File: src/rtl/stc_pkg.sv
// Shared constants and types for the SPI timing generator.
// Assumes a 27-bit configuration word whose field positions are fixed here.
package stc_pkg;
    localparam int CFG_W  = 27;
    localparam int CNT_W  = 19;          // holds 7 * 2^16, the longest interval
    localparam int N_DLY  = 3;           // cs-to-clock, after-clock, gap

    localparam int POL_BIT      = 26;
    localparam int PHA_BIT      = 25;
    localparam int FAST_BIT     = 24;
    localparam int BAUD_PRE_LSB = 16;
    localparam int BAUD_SCL_LSB = 0;

    localparam int DLY_PRE_LSB [N_DLY] = '{22, 20, 18};
    localparam int DLY_EXP_LSB [N_DLY] = '{12, 8, 4};

    typedef enum logic [2:0] {
        ST_IDLE,
        ST_LEAD,
        ST_CLK,
        ST_TRAIL,
        ST_GAP,
        ST_DONE
    } stc_state_e;
endpackage

File: src/rtl/stc_delay_calc.sv
// Converts an odd prescaler code and an exponent code into a delay in
// system clocks: (2*pre+1) * 2^(exp+1). Purely combinational.
module stc_delay_calc #(
    parameter int CNT_W = 19
) (
    input  logic [1:0]       pre_sel,
    input  logic [3:0]       exp_sel,
    output logic [CNT_W-1:0] cycles
);
    logic [4:0]       shift_amt;
    logic [CNT_W-1:0] odd_base;

    // odd prescaler 1/3/5/7 shifted by exp+1
    always_comb begin
        shift_amt = {1'b0, exp_sel} + 5'd1;
        odd_base  = CNT_W'({pre_sel, 1'b1});
        cycles    = odd_base << shift_amt;
    end
endmodule

File: src/rtl/stc_baud_calc.sv
// Computes the serial clock ratio in system clocks from the baud prescaler
// code, the baud scaler code and the double-rate bit. Combinational.
module stc_baud_calc #(
    parameter int CNT_W = 19
) (
    input  logic [1:0]       pre_sel,
    input  logic [3:0]       scl_sel,
    input  logic             fast,
    output logic [CNT_W-1:0] ratio
);
    logic [CNT_W-1:0] pre_v;
    logic [CNT_W-1:0] scl_v;
    logic [CNT_W-1:0] prod;

    // prime prescaler, stepped-then-binary scaler, optional halving
    always_comb begin
        case (pre_sel)
            2'd0:    pre_v = CNT_W'(2);
            2'd1:    pre_v = CNT_W'(3);
            2'd2:    pre_v = CNT_W'(5);
            default: pre_v = CNT_W'(7);
        endcase
        if (scl_sel < 4'd4) scl_v = CNT_W'({scl_sel, 1'b0}) + CNT_W'(2);
        else                scl_v = CNT_W'(1) << scl_sel;
        prod  = pre_v * scl_v;
        ratio = fast ? (prod >> 1) : prod;
    end
endmodule

File: src/rtl/stc_frame_seq.sv
// Frame sequencer: captures the decoded timing at an accepted start and
// walks setup delay, clocked bits, after-clock delay and gap. Assumes every
// interval is at least 1 and the ratio at least 2 (guaranteed by the tables).
module stc_frame_seq
    import stc_pkg::*;
#(
    parameter int BITS_W = 5
) (
    input  logic              clk,
    input  logic              rst_n,
    input  logic              start,
    input  logic [CNT_W-1:0]  ratio_in,
    input  logic [CNT_W-1:0]  dcs_in,
    input  logic [CNT_W-1:0]  daf_in,
    input  logic [CNT_W-1:0]  dgap_in,
    input  logic              cpol_in,
    input  logic              cpha_in,
    input  logic [BITS_W-1:0] nbm1_in,
    input  logic              hold_in,
    output logic              accept,
    output logic              sck,
    output logic              cs_active,
    output logic              lead_edge,
    output logic              trail_edge,
    output logic              done
);
    stc_state_e        state_q;
    logic [CNT_W-1:0]  cnt_q, r_q, dcs_q, daf_q, dgap_q;
    logic [CNT_W-1:0]  h1, h2, limit;
    logic [BITS_W-1:0] nbm1_q, bit_q;
    logic              half_q, cpol_q, cpha_q, hold_q;
    logic              cnt_last, in_clk, phase_start, first_lvl;

    assign accept = start && (state_q == ST_IDLE);

    // hold the frame's timing fixed from the accepted start onward
    always_ff @(posedge clk) begin
        if (!rst_n) begin
            r_q <= '0; dcs_q <= '0; daf_q <= '0; dgap_q <= '0;
            nbm1_q <= '0; cpol_q <= 1'b0; cpha_q <= 1'b0; hold_q <= 1'b0;
        end else if (accept) begin
            r_q <= ratio_in; dcs_q <= dcs_in; daf_q <= daf_in; dgap_q <= dgap_in;
            nbm1_q <= nbm1_in; cpol_q <= cpol_in; cpha_q <= cpha_in; hold_q <= hold_in;
        end
    end

    // length of the current phase and its terminal count
    always_comb begin
        h1 = r_q >> 1;
        h2 = r_q - h1;
        case (state_q)
            ST_LEAD:  limit = dcs_q;
            ST_CLK:   limit = half_q ? h2 : h1;
            ST_TRAIL: limit = daf_q;
            ST_GAP:   limit = dgap_q;
            default:  limit = CNT_W'(1);
        endcase
        cnt_last = (cnt_q == limit - CNT_W'(1));
    end

    // phase and bit sequencing
    always_ff @(posedge clk) begin
        if (!rst_n) begin
            state_q <= ST_IDLE;
            cnt_q   <= '0;
            bit_q   <= '0;
            half_q  <= 1'b0;
        end else begin
            case (state_q)
                ST_IDLE: if (start) begin
                    state_q <= ST_LEAD;
                    cnt_q   <= '0;
                end
                ST_LEAD: if (cnt_last) begin
                    state_q <= ST_CLK;
                    cnt_q   <= '0;
                    bit_q   <= '0;
                    half_q  <= 1'b0;
                end else cnt_q <= cnt_q + CNT_W'(1);
                ST_CLK: if (cnt_last) begin
                    cnt_q <= '0;
                    if (half_q) begin
                        half_q <= 1'b0;
                        if (bit_q == nbm1_q) state_q <= ST_TRAIL;
                        else                 bit_q <= bit_q + BITS_W'(1);
                    end else half_q <= 1'b1;
                end else cnt_q <= cnt_q + CNT_W'(1);
                ST_TRAIL: if (cnt_last) begin
                    cnt_q   <= '0;
                    state_q <= hold_q ? ST_DONE : ST_GAP;
                end else cnt_q <= cnt_q + CNT_W'(1);
                ST_GAP: if (cnt_last) begin
                    cnt_q   <= '0;
                    state_q <= ST_DONE;
                end else cnt_q <= cnt_q + CNT_W'(1);
                default: state_q <= ST_IDLE;
            endcase
        end
    end

    // clock level, edge strobes and chip select from the registered state
    always_comb begin
        in_clk      = (state_q == ST_CLK);
        phase_start = in_clk && (cnt_q == '0);
        first_lvl   = cpol_q ^ cpha_q;
        sck         = in_clk ? (half_q ? ~first_lvl : first_lvl) : cpol_q;
        if (cpha_q) begin
            lead_edge  = phase_start && !half_q;
            trail_edge = phase_start && half_q;
        end else begin
            lead_edge  = phase_start && half_q;
            trail_edge = (phase_start && !half_q && (bit_q != '0)) ||
                         ((state_q == ST_TRAIL) && (cnt_q == '0));
        end
        cs_active = (state_q == ST_LEAD) || in_clk || (state_q == ST_TRAIL) ||
                    (hold_q && ((state_q == ST_DONE) || (state_q == ST_IDLE)));
        done      = (state_q == ST_DONE);
    end
endmodule

File: src/rtl/sck_timing_gen.sv
// Top of the SPI clock and frame timing generator. Decodes the configuration
// word into a clock ratio and three delays, then hands them to the sequencer.
// Assumes start is a synchronous strobe; it is ignored while a frame runs.
module sck_timing_gen
    import stc_pkg::*;
#(
    parameter int BITS_W = 5
) (
    input  logic              clk,
    input  logic              rst_n,
    input  logic              start,
    input  logic [CFG_W-1:0]  cfg_word,
    input  logic [BITS_W-1:0] frame_bits_m1,
    input  logic              hold_cs,
    output logic              sck,
    output logic              cs_active,
    output logic              lead_edge,
    output logic              trail_edge,
    output logic              done
);
    logic [CNT_W-1:0] baud_ratio;
    logic [CNT_W-1:0] dly_cyc [N_DLY];
    logic             seq_accept;

    stc_baud_calc #(.CNT_W(CNT_W)) u_baud (
        .pre_sel (cfg_word[BAUD_PRE_LSB +: 2]),
        .scl_sel (cfg_word[BAUD_SCL_LSB +: 4]),
        .fast    (cfg_word[FAST_BIT]),
        .ratio   (baud_ratio)
    );

    for (genvar g = 0; g < N_DLY; g++) begin : g_dly
        stc_delay_calc #(.CNT_W(CNT_W)) u_dly (
            .pre_sel (cfg_word[DLY_PRE_LSB[g] +: 2]),
            .exp_sel (cfg_word[DLY_EXP_LSB[g] +: 4]),
            .cycles  (dly_cyc[g])
        );
    end

    stc_frame_seq #(.BITS_W(BITS_W)) u_seq (
        .clk        (clk),
        .rst_n      (rst_n),
        .start      (start),
        .ratio_in   (baud_ratio),
        .dcs_in     (dly_cyc[0]),
        .daf_in     (dly_cyc[1]),
        .dgap_in    (dly_cyc[2]),
        .cpol_in    (cfg_word[POL_BIT]),
        .cpha_in    (cfg_word[PHA_BIT]),
        .nbm1_in    (frame_bits_m1),
        .hold_in    (hold_cs),
        .accept     (seq_accept),
        .sck        (sck),
        .cs_active  (cs_active),
        .lead_edge  (lead_edge),
        .trail_edge (trail_edge),
        .done       (done)
    );
endmodule

File: config.mk
export PLATFORM = sky130hd
export DESIGN_NAME = sck_timing_gen
export DESIGN_NICKNAME = d
export VERILOG_FILES = /design/src/rtl/stc_pkg.sv /design/src/rtl/stc_delay_calc.sv /design/src/rtl/stc_baud_calc.sv /design/src/rtl/stc_frame_seq.sv /design/src/rtl/sck_timing_gen.sv
export SDC_FILE = /design/constraint.sdc
export NUM_CORES = 1
export LEC_CHECK = 0
export ABC_AREA = 1
export BUFFER_PORTS_ARGS = -buffer_cell sky130_fd_sc_hd__buf_2
export CAP_MARGIN = 25
export CORE_UTILIZATION = 35
export CTS_BUF_LIST = sky130_fd_sc_hd__clkbuf_4 sky130_fd_sc_hd__clkbuf_8 sky130_fd_sc_hd__clkbuf_16
export DETAILED_ROUTE_END_ITERATION = 8
export GPL_ROUTABILITY_DRIVEN = 0
export PLACE_DENSITY = 0.54
export SLEW_MARGIN = 20
export SYNTH_ARGS = -nofsm -noshare
export SYNTH_HDL_FRONTEND = slang
export SYNTH_SLANG_ARGS = --single-unit
File: constraint.sdc
create_clock -name clk -period 7.59 [get_ports clk]
set_input_delay 0.759 -clock clk [delete_from_list [all_inputs] [get_ports clk]]
set_output_delay 0.759 -clock clk [all_outputs]
set_load 0.005 [all_outputs]
==> results of run 1 <==
[synthesized netlist by cell type, drive strengths merged, types with 3 or more instances]
cell     count  area share [%]
inv        251             9.4
nand3      163             8.7
dfxtp      112              22
ha          53             6.6
o21bai       3            0.23
fa          16             3.2
a221oi       6            0.65
xnor2        6            0.53
nor3        16            0.80
buf         12             1.0
o21ai       36             1.8
clkbuf      33             1.2
a2111oi      3            0.26
o22ai        3            0.19
nand4       32             2.1
o221ai       7            0.61
a211oi       4            0.35
and2         3            0.19
a31oi        6            0.38
nor2       165             7.3
a21boi       3            0.23
xor2        28             2.5
nand3b       4            0.30
a21oi      131             6.6
nand2      537              20
nor4         6            0.38
o211ai       8            0.60
[layout make-up]
class / instances / area (um2) / share of cell area, %
inverter: 253 / 950 / 8.78
clock inverter: 7 / 90.1 / 0.833
sequential: 112 / 2240 / 20.7
clock buffer: 9 / 225 / 2.08
tap: 378 / 473 / 4.37
timing repair buffer: 47 / 253 / 2.34
multi-input combinational: 1252 / 6580 / 60.9
[where the power goes]
| part | switching [uW] | internal (uW) | leakage (uW) |
|---|---|---|---|
| clock | 282 | 241 | 0.000150 |
| sequential | 64.5 | 643 | 0.000908 |
| combinational | 1040 | 474 | 0.00411 |
[critical path, stage by stage]
cell	delay [ps]
buf_2	120
ha_1	220
ha_1	270
o31ai_1	340
nand2_1	110
fa_1	500
fa_1	490
inv_1	70
a31oi_1	130
o21ai_0	380
a21oi_1	130
o21bai_1	240
nand2_1	80
nand2_1	60
a21oi_1	80
o21ai_0	190
xor2_1	210
nand2_1	80
o211ai_1	90
nand2_1	70
inv_1	60
[cell families (layout without fill, tap and decap cells)]
family / count (synthesis) / in the layout
adder cells (fa/ha/maj): 69 / 69
other: 2 / 2
XOR/XNOR: 34 / 34
AO/OA/AOI/OAI: 219 / 219
buffers and inverters: 298 / 316
AND/OR/NAND/NOR: 928 / 928
flip-flops: 112 / 112
[per-stage QoR]
| stage | worst slack, ps | std cells | total power (uW) | area [um2] | hold slack [ps] |
|---|---|---|---|---|---|
| 6_report | 3250 | 2058 | 2750 | 10800 | 469 |
| 5_1_grt | 2810 | 2058 | 3000 | 10800 | 489 |
| 4_1_cts | 3260 | 2058 | 2760 | 10800 | 469 |
| 3_5_place_dp | 2890 | 2042 | 2230 | 10500 | 456 |
| 3_3_place_gp | 2920 | 2042 | 2220 | 10500 | 454 |
| 2_1_floorplan | 3440 | 1662 | 1870 | 9990 | 442 |
[cells in the final DEF, fill, tap and decap left out, drive strengths merged, types with 6 or more instances in the layout]
cell	synthesis	layout
nor2	165	165
o21ai	36	36
nand3	163	163
inv	251	255
o211ai	8	8
a31oi	6	6
nor4	6	6
nand2	537	537
xnor2	6	6
fa	16	16
dfxtp	112	112
nor3	16	16
clkbuf	33	9
buf	12	47
ha	53	53
a221oi	6	6
a21oi	131	131
nand4	32	32
xor2	28	28
o221ai	7	7
[metal layers]
| layer | routed length, um | track usage, % |
|---|---|---|
| met3 | 1100 | 1.92 |
| met5 | 0 | 0 |
| met4 | 376 | 4.70 |
| met2 | 13700 | 35.0 |
| met1 | 14800 | 29.7 |
[final timing paths]
kind                          from                to  slack (ps)  cells after the start
hold / removal     u_seq.dcs_q[14]   u_seq.dcs_q[14]         470                      2
hold reg to reg    u_seq.dcs_q[14]   u_seq.dcs_q[14]         470                      2
setup / recovery       cfg_word[0]     u_seq.r_q[13]        3250                     21
setup reg to reg  u_seq.state_q[0]  u_seq.state_q[0]        3400                     21
[registers in the layout (all words and copies together), names as in the netlist]
| signal | cells |
|---|---|
| u_seq.state_q | 3 |
| u_seq.bit_q | 5 |
| u_seq.hold_q | 1 |
| u_seq.cpol_q | 1 |
| u_seq.cpha_q | 1 |
| u_seq.cnt_q | 19 |
| u_seq.dgap_q | 19 |
| u_seq.nbm1_q | 5 |
| u_seq.dcs_q | 19 |
| u_seq.r_q | 19 |
| u_seq.half_q | 1 |
| u_seq.daf_q | 19 |
==> impl_metrics.toml, run 1 <==
[status]
status = "finished, final reports clean"

[logic_synthesis]
synth_fa_ha_area_share_pct = 9.84
ys_warn_count = 0
syn_area_um2 = 9990
synth_nets = 1767
async_flop_share_pct = 0
synth-compound-area-share_pct = 12.6
ys.flop_type = "dfxtp_1"
synth.avg_cell_area_um2 = 6.01
synth_top_family_by_area = "simple AND/OR/NAND/NOR gates"
synth_cells = 1662
synth_xor_area_share_pct = 2.98
synth-simple-area-share_pct = 40.3
synthMuxAreaShare_pct = 0
seq_area_frac_synth_pct = 22.4
synth.distinct_cells = 53
synth-edff-count = 0
synth_seq_cells = 112

[clock_tree]
worst_skew_pair.late_latency_ps = 380
clk_pin_slew_worst_paths_ps = 90
cts_resized = 0
cts.path.max_buffers = 2
cts_root_buffer = "clkbuf_16"
cts.sinks = 112
post_cts_buffers = 0
cts_hold_buf = 0
cts_tree = "yes"
cts_buffers = 9
cts-htree-levels = 3

[sta]
setup_violations = 0
finalCriticalPeriod_ps = 4340
worstMarginPinSlew_ps = 704
final_hold_viol_count = 0
fin_tns_setup_ps = 0
rsz0062_at_grt = "no"
final.setup_skew_ps = 11.3
finalCritPeriodShare_pct = 57.2
slew_viol_final = 0
max_freq_ghz = 0.230
slew_headroom_pct = 51.9

[hold_path]
min_path_type = "register to register"

[cells_and_area]
layout-drive-gt1-share_pct = 6.85
fin_nets = 1780
n_antenna_cell = 0
fillers = 3143
utilization_pct = 38.7
area_growth_pct = 8.19

[power_and_ir_drop]
irDropWorstVdd_mv = 0.127
cellPowerDensity_nw_per_um2 = 254
p_leak_uw = 0.00517

[floorplanning]
ioPinCount = 41
die_y_um = 171
design.die.area_um2 = 29200
dieWidth_um = 171
start_util_pct = 35.8
core_area_um2 = 27900
rows = 61

[global_route]
grt_max_degree = 53
grt_pass1_wl_mm = 48.8
antenna_found_initial = 0
gr-total-overflow = 0
first_global_vias = 9494
grt_usage_pct = 21.2

[drt]
drc = 0
ant_nets = 0
wire_per_inst_um = 14.5
first_pass_iters = 7
totalWireLength_mm = 29.9
via_per_inst = 5.00
vias = 10300
drtIter0Drc = 777

[critical_path]
crit_required_ps = 7920
path_max_fanout = 4
crit_type = "input pin to register"
start_kind = "input pin"
endpoint_kind = "register"
arrival_ps = 4670

[flow_run]
cap_violations = 0

[placement]
dp_hpwl_mm = 23.8
io_buffers = 40
Power figures use the tool's default switching activity.
==> inputs of run 2 (changes only) <==
--- a/config.mk
+++ b/config.mk
@@ -12,7 +12,7 @@
 export CTS_BUF_LIST = sky130_fd_sc_hd__clkbuf_4 sky130_fd_sc_hd__clkbuf_8 sky130_fd_sc_hd__clkbuf_16
 export DETAILED_ROUTE_END_ITERATION = 8
 export GPL_ROUTABILITY_DRIVEN = 0
-export PLACE_DENSITY = 0.54
+export PLACE_DENSITY = 0.56
 export SLEW_MARGIN = 20
 export SYNTH_ARGS = -nofsm -noshare
 export SYNTH_HDL_FRONTEND = slang
==> constraint.sdc (replaced) <==
create_clock -name clk -period 3.81 [get_ports clk]
set_input_delay 0.381 -clock clk [delete_from_list [all_inputs] [get_ports clk]]
set_output_delay 0.381 -clock clk [all_outputs]
set_load 0.005 [all_outputs]
==> run 2 against run 1 <==
Effect of this change: first-iteration DRC count down 5.4%; non-clock buffer count grew 52; core utilization grew 2.1 points; critical endpoint is now u_seq.half_q.
==> impl_metrics.toml, run 2 (synthesis gave the netlist of run 1 again) <==
[critical_path]
endpoint_kind = "register"
rrSetupSlack_ps = 220
arrival_ps = 3840
path_max_fanout = 5
start_kind = "register"
crit_type = "register to register"
crit_required_ps = 4060

[floorplanning]
ioPinCount = 41
rows = 61
design.die.area_um2 = 29200
start_util_pct = 35.8
die_y_um = 171
dieWidth_um = 171
core_area_um2 = 27900

[flow_run]
cap_violations = 0

[power_and_ir_drop]
p_sw_share_pct = 49.7
seqPwrFrac_pct = 23.7
cellPowerDensity_nw_per_um2 = 507
internal-power_uw = 2910
power_frac_comb_pct = 58.4
irDropWorstVdd_mv = 0.235
p_leak_uw = 0.00550
p_switching_uw = 2870
power.share.clock_pct = 17.9

[clock_tree]
cts.sinks = 112
clk_pin_slew_worst_paths_ps = 80
worst_skew_pair.late_latency_ps = 380
cts_tree = "yes"
cts.path.max_buffers = 2
cts_hold_buf = 0
cts_buffers = 9
cts_root_buffer = "clkbuf_16"
cts-htree-levels = 3

[cells_and_area]
area_growth_pct = 14.1
mostFrequentLayoutCells = "nand2_1 (527), inv_1 (242), nand3_1 (154)"
fin_nets = 1832
final_common_cell = "nand2_1"
layout-drive-gt1-share_pct = 11.0
n_antenna_cell = 0
utilization_pct = 40.8
fin_area_um2 = 11400

[sta]
max_freq_ghz = 0.279
holdWs_ps = 249
slew_headroom_pct = 40.6
worstMarginPinSlew_ps = 882
finalCriticalPeriod_ps = 3590
setup_violations = 0
final.setup_skew_ps = 9.84
final_hold_viol_count = 0
slew_viol_final = 0
finalCritPeriodShare_pct = 94.2

[global_route]
antenna_found_initial = 0
grt_pass1_wl_mm = 49.0
grt_max_degree = 40
gr-total-overflow = 0
grt_usage_pct = 21.1
first_global_vias = 9594

[hold_path]
min_path_type = "input pin to register"

[drt]
totalWireLength_mm = 30.2
vias = 10500
via_per_inst = 4.97
first_pass_iters = 5
ant_nets = 0
drc = 0
wire_per_inst_um = 14.3
drtIter0Drc = 735

[placement]
placed_cell_area_um2 = 10900
io_buffers = 40
dp_hpwl_mm = 23.9

[status]
status = "finished, final reports clean"
run 2: cell count changes in the layout (fill, tap and decap cells not counted), moves of 3 or more:
cell and delta:
nand2_1 -3, nor2_4 +6, o21ai_2 +3, nor2_1 -4
a21oi_1 -3, a21oi_2 +3, o21ai_0 -3, buf_4 +49
run 2: cell type report:
class                   count  area, um2
multi-input cells        1252       6730
clock inverters             7       91.3
repair buffers             99        691
inverters                 253        950
clock buffers               9        225
fillers                  3122      16500
well taps                 378        473
flip-flops and latches    112       2240
run 2: final timing paths:
kind	start	cells past startpoint	to
worst max register to register	u_seq.r_q[0]	24	u_seq.half_q
worst min register to register	u_seq.dgap_q[1]	2	u_seq.dgap_q[1]
worst max-delay path	u_seq.r_q[0]	24	u_seq.half_q
worst min-delay path	frame_bits_m1[4]	3	u_seq.nbm1_q[4]
run 2: power by group through the flow:
stage / clock network, uW / registers, uW / logic [uW]
floorplan: 0 / 1360 / 2360
global placement: 0 / 1400 / 3170
detailed placement: 0 / 1400 / 3200
CTS: 1060 / 1370 / 3210
global route: 1100 / 1380 / 3790
finish: 1030 / 1370 / 3380
run 2: critical path, stage by stage (launching register included):
cell and delay (ps):
dfxtp_2 350, inv_2 40, ha_2 190, fa_1 470, inv_1 40, nand2_1 40
nand2_1 60, nand2_1 70, nand4_1 170, inv_1 120, ha_2 210, nand3_4 90
nor2_4 150, nand3_4 100, nor2_4 150, nand2_4 80, nor2_4 120, nand4_1 190
nand3_1 170, nand2_2 80, nor2_4 110, nand2_4 140, buf_4 170, o21ai_1 110
a21oi_1 70
run 2: per-layer routing:
layer  global-route usage [%]  wire length [um]
met1                     28.6             14600
met2                     34.9             13800
met3                     2.52              1160
met4                     5.94               611
met5                        0                 0
run 2: metrics by stage:
stage	TNS, ps	power (uW)	instances	setup slack (ps)
2_1_floorplan	0	3720	1662	42.5
3_3_place_gp	-532	4570	2089	-192
3_5_place_dp	-1050	4600	2089	-268
4_1_cts	0	5640	2105	63.7
5_1_grt	-291	6280	2110	-38.8
6_report	0	5780	2110	220
run 2: repair_timing:
item,in CTS,in global routing
buffers inserted,0,3
setup endpoints to repair,0,34
gates resized for setup,0,39
hold endpoints to repair,0,0
